<file path="config.mk">
export PLATFORM = sky130hd
export DESIGN_NAME = strap_pin_ctrl
export DESIGN_NICKNAME = d
export VERILOG_FILES = /design/src/rtl/strap_pin_pkg.sv /design/src/rtl/strap_decode.sv /design/src/rtl/pin_regs.sv /design/src/rtl/pin_mux.sv /design/src/rtl/in_sync.sv /design/src/rtl/strap_pin_ctrl.sv
export SDC_FILE = /design/constraint.sdc
export NUM_CORES = 1
export LEC_CHECK = 0
export ABC_AREA = 1
export BUFFER_PORTS_ARGS = -buffer_cell sky130_fd_sc_hd__buf_2
export CORE_AREA = 2 2 58 60
export CTS_CLUSTER_SIZE = 20
export DETAILED_ROUTE_END_ITERATION = 10
export DIE_AREA = 0 0 60 62
export PLACE_DENSITY = 0.9
export SLEW_MARGIN = 10
export SYNTH_ARGS = -nofsm -noshare
export SYNTH_HDL_FRONTEND = slang
export SYNTH_SLANG_ARGS = --single-unit
export TNS_END_PERCENT = 10
</file>
<file path="constraint.sdc">
create_clock -name clk -period 3.1 [get_ports clk]
set_input_delay 0.62 -clock clk [delete_from_list [all_inputs] [get_ports clk]]
set_output_delay 0.62 -clock clk [all_outputs]
set_load 0.01 [all_outputs]
</file>
<file path="src/rtl/strap_pin_pkg.sv">
package strap_pin_pkg;

  typedef enum logic [1:0] {
    MODE_FLOAT  = 2'b00,
    MODE_INPIN  = 2'b01,
    MODE_NORMAL = 2'b10,
    MODE_TEST   = 2'b11
  } strap_mode_e;

  typedef enum logic [1:0] {
    REG_OUT = 2'd0,
    REG_DIR = 2'd1,
    REG_SEL = 2'd2,
    REG_IN  = 2'd3
  } reg_addr_e;

  // Select-register value loaded during reset for a given strap code.
  function automatic logic [15:0] sel_reset_value(
    input logic [1:0] code,
    input int         npins,
    input int         breq_bit,
    input int         dreq_bit
  );
    logic [15:0] v;
    v = '0;
    if (code == MODE_INPIN) begin
      for (int i = 0; i < npins; i++) v[i] = 1'b1;
      v[breq_bit] = 1'b1;
      v[dreq_bit] = 1'b1;
    end
    return v;
  endfunction

endpackage

</file>
<file path="src/rtl/strap_decode.sv">
module strap_decode
  import strap_pin_pkg::*;
(
  input  logic        clk,
  input  logic        rst_n,
  input  logic [1:0]  strap_i,
  output strap_mode_e mode_o,
  output logic        float_o
);

  strap_mode_e mode_q;

  // Straps load on every edge while reset is held; frozen afterwards.
  always_ff @(posedge clk) begin
    if (!rst_n) mode_q <= strap_mode_e'(strap_i);
  end

  // Reserved code is mapped onto the safe floating personality.
  always_comb begin
    unique case (mode_q)
      MODE_FLOAT, MODE_TEST: float_o = 1'b1;
      default:               float_o = 1'b0;
    endcase
  end

  assign mode_o = mode_q;


  mode_stable_chk: assert property (@(posedge clk) disable iff (!rst_n)
    rst_n |=> $stable(mode_q));

endmodule

</file>
<file path="src/rtl/pin_regs.sv">
module pin_regs
  import strap_pin_pkg::*;
#(
  parameter int NPINS    = 4,
  parameter int SEL_W    = 16,
  parameter int BREQ_BIT = 14,
  parameter int DREQ_BIT = 15
) (
  input  logic             clk,
  input  logic             rst_n,
  input  logic [1:0]       strap_i,
  input  logic             wr_en_i,
  input  logic [1:0]       wr_addr_i,
  input  logic [SEL_W-1:0] wr_data_i,
  output logic [NPINS-1:0] out_o,
  output logic [NPINS-1:0] dir_o,
  output logic [SEL_W-1:0] sel_o
);

  logic [NPINS-1:0] out_q, dir_q;
  logic [SEL_W-1:0] sel_q;
  logic [15:0]      sel_rst;

  assign sel_rst = sel_reset_value(strap_i, NPINS, BREQ_BIT, DREQ_BIT);

  always_ff @(posedge clk) begin
    if (!rst_n) begin
      out_q <= '0;
      dir_q <= '0;
      sel_q <= sel_rst[SEL_W-1:0];
    end else if (wr_en_i) begin
      unique case (reg_addr_e'(wr_addr_i))
        REG_OUT: out_q <= wr_data_i[NPINS-1:0];
        REG_DIR: dir_q <= wr_data_i[NPINS-1:0];
        REG_SEL: sel_q <= wr_data_i;
        default: ;
      endcase
    end
  end

  assign out_o = out_q;
  assign dir_o = dir_q;
  assign sel_o = sel_q;


  write_sel_chk: assert property (@(posedge clk) disable iff (!rst_n)
    (wr_en_i && wr_addr_i == REG_SEL) |=> sel_q == $past(wr_data_i));

endmodule

</file>
<file path="src/rtl/pin_mux.sv">
module pin_mux #(
  parameter int NPINS = 4
) (
  input  logic             float_i,
  input  logic [NPINS-1:0] sel_i,
  input  logic [NPINS-1:0] dir_i,
  input  logic [NPINS-1:0] out_i,
  input  logic [NPINS-1:0] addr_i,
  output logic [NPINS-1:0] pin_out_o,
  output logic [NPINS-1:0] pin_oe_o
);

  for (genvar i = 0; i < NPINS; i++) begin : g_pin
    always_comb begin
      if (sel_i[i]) begin
        pin_out_o[i] = out_i[i];
        pin_oe_o[i]  = dir_i[i] & ~float_i;
      end else begin
        pin_out_o[i] = addr_i[i];
        pin_oe_o[i]  = ~float_i;
      end
    end
  end

endmodule

</file>
<file path="src/rtl/in_sync.sv">
module in_sync #(
  parameter int W = 4
) (
  input  logic         clk,
  input  logic         rst_n,
  input  logic [W-1:0] d_i,
  output logic [W-1:0] q_o
);

  logic [W-1:0] s1_q, s2_q;

  always_ff @(posedge clk) begin
    s1_q <= d_i;
    s2_q <= s1_q;
  end

  assign q_o = s2_q;


  sync_delay_chk: assert property (@(posedge clk) disable iff (!rst_n)
    q_o == $past(d_i, 2));

endmodule

</file>
<file path="src/rtl/strap_pin_ctrl.sv">
module strap_pin_ctrl
  import strap_pin_pkg::*;
#(
  parameter int NPINS    = 4,
  parameter int SEL_W    = 16,
  parameter int BREQ_BIT = 14,
  parameter int DREQ_BIT = 15
) (
  input  logic             clk,
  input  logic             rst_n,
  input  logic [1:0]       strap_code,
  input  logic             wr_en,
  input  logic [1:0]       wr_addr,
  input  logic [SEL_W-1:0] wr_data,
  input  logic [1:0]       rd_addr,
  output logic [SEL_W-1:0] rd_data,
  input  logic [NPINS-1:0] addr_bit_i,
  input  logic [NPINS-1:0] pin_in,
  output logic [NPINS-1:0] pin_out,
  output logic [NPINS-1:0] pin_oe,
  output logic             float_all,
  input  logic             bus_req_n_i,
  output logic             bus_req_n_o,
  input  logic             dma_req_n_i,
  output logic             dma_req_n_o
);

  localparam int PAD_W = SEL_W - NPINS;

  strap_mode_e      mode;
  logic             float_w;
  logic [NPINS-1:0] out_r, dir_r, sync_in;
  logic [SEL_W-1:0] sel_r;

  strap_decode u_decode (
    .clk     (clk),
    .rst_n   (rst_n),
    .strap_i (strap_code),
    .mode_o  (mode),
    .float_o (float_w)
  );

  pin_regs #(
    .NPINS(NPINS), .SEL_W(SEL_W), .BREQ_BIT(BREQ_BIT), .DREQ_BIT(DREQ_BIT)
  ) u_regs (
    .clk       (clk),
    .rst_n     (rst_n),
    .strap_i   (strap_code),
    .wr_en_i   (wr_en),
    .wr_addr_i (wr_addr),
    .wr_data_i (wr_data),
    .out_o     (out_r),
    .dir_o     (dir_r),
    .sel_o     (sel_r)
  );

  pin_mux #(.NPINS(NPINS)) u_mux (
    .float_i   (float_w),
    .sel_i     (sel_r[NPINS-1:0]),
    .dir_i     (dir_r),
    .out_i     (out_r),
    .addr_i    (addr_bit_i),
    .pin_out_o (pin_out),
    .pin_oe_o  (pin_oe)
  );

  in_sync #(.W(NPINS)) u_sync (
    .clk   (clk),
    .rst_n (rst_n),
    .d_i   (pin_in),
    .q_o   (sync_in)
  );

  always_comb begin
    unique case (reg_addr_e'(rd_addr))
      REG_OUT: rd_data = {{PAD_W{1'b0}}, out_r};
      REG_DIR: rd_data = {{PAD_W{1'b0}}, dir_r};
      REG_SEL: rd_data = sel_r;
      default: rd_data = {{PAD_W{1'b0}}, sync_in};
    endcase
  end

  assign bus_req_n_o = bus_req_n_i | sel_r[BREQ_BIT];
  assign dma_req_n_o = dma_req_n_i | sel_r[DREQ_BIT];
  assign float_all   = float_w;


  float_no_drive_chk: assert property (@(posedge clk) disable iff (!rst_n)
    float_all |-> pin_oe == '0);


  inpin_reset_chk: assert property (@(posedge clk) disable iff (!rst_n)
    (mode == MODE_INPIN && $past(!rst_n)) |-> pin_oe == '0);


  input_dir_chk: assert property (@(posedge clk) disable iff (!rst_n)
    ((sel_r[NPINS-1:0] & ~dir_r & pin_oe) == '0));

endmodule

</file>
# Yosys cells after proc, flatten, opt, wreduce, memory -nomap -nowiden
# Index checks and enable logic that the tools add are counted.
word_totals:
  register_bits: 34
  input_bits: 35
  output_inout_bits: 27
  elab_cells: 45
op_classes:
  n_eq_ne: 8
  muxes: 15
  bitwise_logic: 7
  n_reduce_logical: 8
op_table:
  columns: ["operator", "count"]
  rows:
  - ["16-bit two-way mux", 3]
  - ["16-bit case mux with 3 select lines", 1]
  - ["1-bit two-way mux", 9]
  - ["2-bit AND reduction", 4]
  - ["2-bit by 1-bit equality test with 1-bit output (second input constant)", 3]
  - ["2-bit equality test (second input constant)", 3]
  - ["2-bit zero test", 3]
  - ["1-bit bitwise AND", 4]
  - ["4-bit two-way mux", 1]
  - ["2-bit by 1-bit != test with 1-bit output (second input constant)", 2]
  - ["2-bit two-way mux", 1]
  - ["1-bit OR", 2]
  - ["2-bit OR reduction", 1]
  - ["1-bit NOT", 1]

# Longest topological paths before layout
depth:
  ltp_word: 6
  ltp_mapped: 6
  depth_no_buf: 5

# Hierarchy
# Synthesis repeated with hierarchy kept, for this count alone.
hier_totals:
  hier_cells: 229
  hier_area_um2: 1677.9
by_module_without_submodules:
  columns: ["mod", "instances", "cells_each", "area_per_inst_um2", "seq_area_each_um2"]
  rows:
  - ["pin_regs", 1, 140, 1046.0, 540.5]
  - ["strap_pin_ctrl", 1, 53, 304.0, 0.0]
  - ["in_sync", 1, 8, 160.2, 160.2]
  - ["pin_mux", 1, 20, 85.1, 0.0]
  - ["strap_decode", 1, 8, 82.6, 60.1]

# Least setup slack after synthesis
# OpenSTA, ideal clock, no wires.
synth_path:
  path_type: "in2out"
  start: "input rd_addr[0]"
  end: "output rd_data[10]"
  t_arrival_ns: 1.281
  t_required_ns: 2.480
  slack_ns: 1.199
  stages: 5
  path_buffers: 2
  path_cell_list: "buf_4 inv_1 nand2_1 buf_2 nor2_1"
synth_via:
  elab_chain_cells: 2
  elab_cells_between_ends: 4
  classes_between: "eq/ne (2); mux (1); reduce/logical (1)"
synth_rtl:
  columns: ["element", "line", "source"]
  rows:
  - ["start, declared", "strap_pin_ctrl.sv:15", "input logic [1:0] rd_addr,"]
  - ["2-bit equality test, or another cell as far along", "strap_pin_ctrl.sv:75", "unique case (reg_addr_e'(rd_addr))"]
  - ["16-bit case mux with 3 select lines (*)", "strap_pin_ctrl.sv:75", null]
  - ["end, declared", "strap_pin_ctrl.sv:16", "output logic [SEL_W-1:0] rd_data,"]
# Mark *: on every way between the ends. The rest lies on a longest branch, timed or not.

# Worst setup path after layout
# Same ends and word-level chain as after synthesis.

==> results_dict.tcl <==
set metrics [dict create \
    status "finished clean" \
    syn_area_per_cell_um2 7.61 \
    peakVddDrop_v 0.000340 \
    worstPathRequired_ns 2.48 \
    endpoint_kind "primary output" \
    diodes 0 \
    total_leakage_power_nw 1.01 \
    grt_pass1_wl_um 5080 \
    synth_top_cell_area_share 0.338 \
    grt_overflow 0 \
    finalHoldViolations 0 \
    die_w_um 60 \
    power_frac_comb 0.149 \
    die-area_um2 3720 \
    critPathKind "input port to primary output" \
    cp_data_arrival_time_ns 1.53 \
    clock_sinks 34 \
    die_height_um 62 \
    pwr-share-clk 0.343 \
    tightest_slew_ns 0.487 \
    synth_top_area_cell "dfxtp_1" \
    yosys-top-cells-area "dfxtp_1, edfxtp_1, nor2_1" \
    yosysUniqueCellTypes 18 \
    syn_inst 202 \
    min_path_type "register to register" \
    cap_violations 0 \
    antenna_found_initial 0 \
    fillerInstances 321 \
    p_sw_mw 0.239 \
    numCtsBuffers 5 \
    path_max_fanout 12 \
    max_slew_margin 0.673 \
    place_inst 300 \
    final_layout_size_suffix_gt1_frac 0.298 \
    final.setup.tns_ns 0 \
    avgRoutedWirePerCell_um 10.4 \
    maxSlewViolCount 0 \
    cts_max_path_buffers 2 \
    areaGrowthSynthToFinish_pct 24.8 \
    synth_nets 237 \
    ant_nets 0 \
    vias 1427 \
    switching_share 0.245 \
    p_seq_frac 0.509 \
    avgViaCountPerCell 4.63 \
    intPower_mw 0.736 \
    cts_tree "done" \
    drc 0 \
    initial_core_util 0.484 \
    netlist_area_um2 1540 \
    maxClockFrequency_mhz 464 \
    final_nets 296 \
    clkTransAtPathRegs_ns 0.09 \
    dr.pass1.iters 4 \
    rsz0062_at_grt "false" \
    coreArea_um2 3180 \
    grt_usage 0.187 \
    p_per_area_nw_per_um2 508 \
    setup_viol 0 \
    fp-row-count 21 \
    skew_ns 0.000294 \
    postSynthRegisterBits 34 \
    cp-start-kind "input port" \
    htree_levels 2 \
    post_cts_resized 0 \
    io_buffers 61 \
    yosys_warnings 0 \
    stdcell_count 308 \
    grt_start_max_net_pins 28 \
    place.gp.congestion 0.916 \
    postCtsSetupRepairBufs 0 \
    root_buffer "clkbuf_4" \
    cts_hold_buf 0 \
    fin_crit_sh 0.695 \
    ys_seq_area_frac 0.495 \
    dp_hpwl_um 2400 \
    grt_pass1_vias 1139 \
    wl_um 3200 \
    clk_latency_ns 0.33 \
    drtIter0Drc 79 \
    final.min_clock_period_ns 2.15 \
    io_pins 62 \
]
-- sequential cells by signal, summed over array words and instances (netlist names) --
signal and flops:
u_decode.mode_o 2, u_regs.dir_o 4, u_regs.out_o 4, u_regs.sel_o 16
u_sync.q_o 4, u_sync.s1_q 4
-- Yosys cell counts --
cell type,instances
dfxtp_1,26
o21ai_0,6
nand3_4,1
nand3b_1,1
buf_2,5
nand3_1,17
nand4_1,4
nand2_1,41
edfxtp_1,8
a21oi_1,8
buf_6,3
mux2_2,4
nor2_1,46
xnor2_1,1
inv_1,25
buf_4,1
or2_2,2
nand2_2,3
-- through the flow --
stage               area, µm²  hold slack (ns)  total power, mW  utilization  setup WS (ns)
finish                   1920            0.335            0.975        0.604          0.946
global route             1920            0.340             1.03        0.604          0.759
CTS                      1920            0.336            0.986        0.604          0.930
detailed placement       1830            0.313            0.652        0.577          0.933
global placement         1830            0.312            0.647        0.577          0.988
floorplan                1540            0.310            0.593            -           1.20
-- cell families (layout without fill, tap and decap cells) --
group / after synthesis / in the layout / synth area share
xor gates and xnor gates: 1 / 1 / 0.00570
muxes: 4 / 4 / 0.0293
AOI/OAI and AO/OA: 14 / 14 / 0.0456
DFF: 34 / 34 / 0.495
and+or+nand+nor: 115 / 115 / 0.321
buffers and inverters: 34 / 94 / 0.104
-- cells in the final DEF, fill, tap and decap left out, types with 2 or more instances in the layout --
master / n
nor2_1: 46
nand3_1: 17
or2_2: 2
nand2_1: 41
edfxtp_1: 8
buf_2: 61
mux2_2: 4
dfxtp_1: 26
clkbuf_4: 5
a21oi_1: 8
inv_1: 25
nand4_1: 4
o21ai_0: 6
nand2_2: 3
-- layer usage --
metal | share of wire | vias up | track usage
met5 | 0 | - | 0
met2 | 0.49 | 52 | 0.315
met3 | 0.076 | 4 | 0.0642
met1 | 0.42 | 623 | 0.223
met4 | 0.0084 | 0 | 0.0667
li1 | - | 748 | -
-- power groups by stage --
stage	clock network [mW]	registers, mW	logic (mW)
floorplan	0	0.501	0.0925
finish	0.334	0.496	0.145
detailed placement	0	0.506	0.146
global placement	0	0.506	0.142
CTS	0.343	0.496	0.146
global route	0.362	0.499	0.165
-- cell type report --
type / count / area (µm²) / area share
tap: 46 / 57.6 / 0.0300
sequential: 34 / 761 / 0.396
multi-input combinational: 134 / 617 / 0.321
clock inverter: 1 / 30.0 / 0.0156
clock buffer: 7 / 55.1 / 0.0287
inverter: 25 / 93.8 / 0.0489
timing repair buffer: 61 / 305 / 0.159
-- worst paths after layout --
kind / start / endpoint / slack, ns / cells after the start
setup / recovery: rd_addr[0] / rd_data[10] / 0.95 / 5
hold / removal: u_sync.s1_q[3]$_DFF_P_ / u_sync.q_o[3]$_DFF_P_ / 0.33 / 0
setup reg to reg: u_regs.dir_o[3]$_SDFFE_PN0P_ / u_regs.dir_o[3]$_SDFFE_PN0P_ / 2.42 / 4
hold reg to reg: u_sync.s1_q[3]$_DFF_P_ / u_sync.q_o[3]$_DFF_P_ / 0.33 / 0
-- critical path, cell delays in order --
cell and delay, ns:
buf_2 0.15, inv_1 0.14, nand2_1 0.30, nor2_1 0.18
buf_2 0.15
Note: power is estimated with default switching activity, not from simulation.
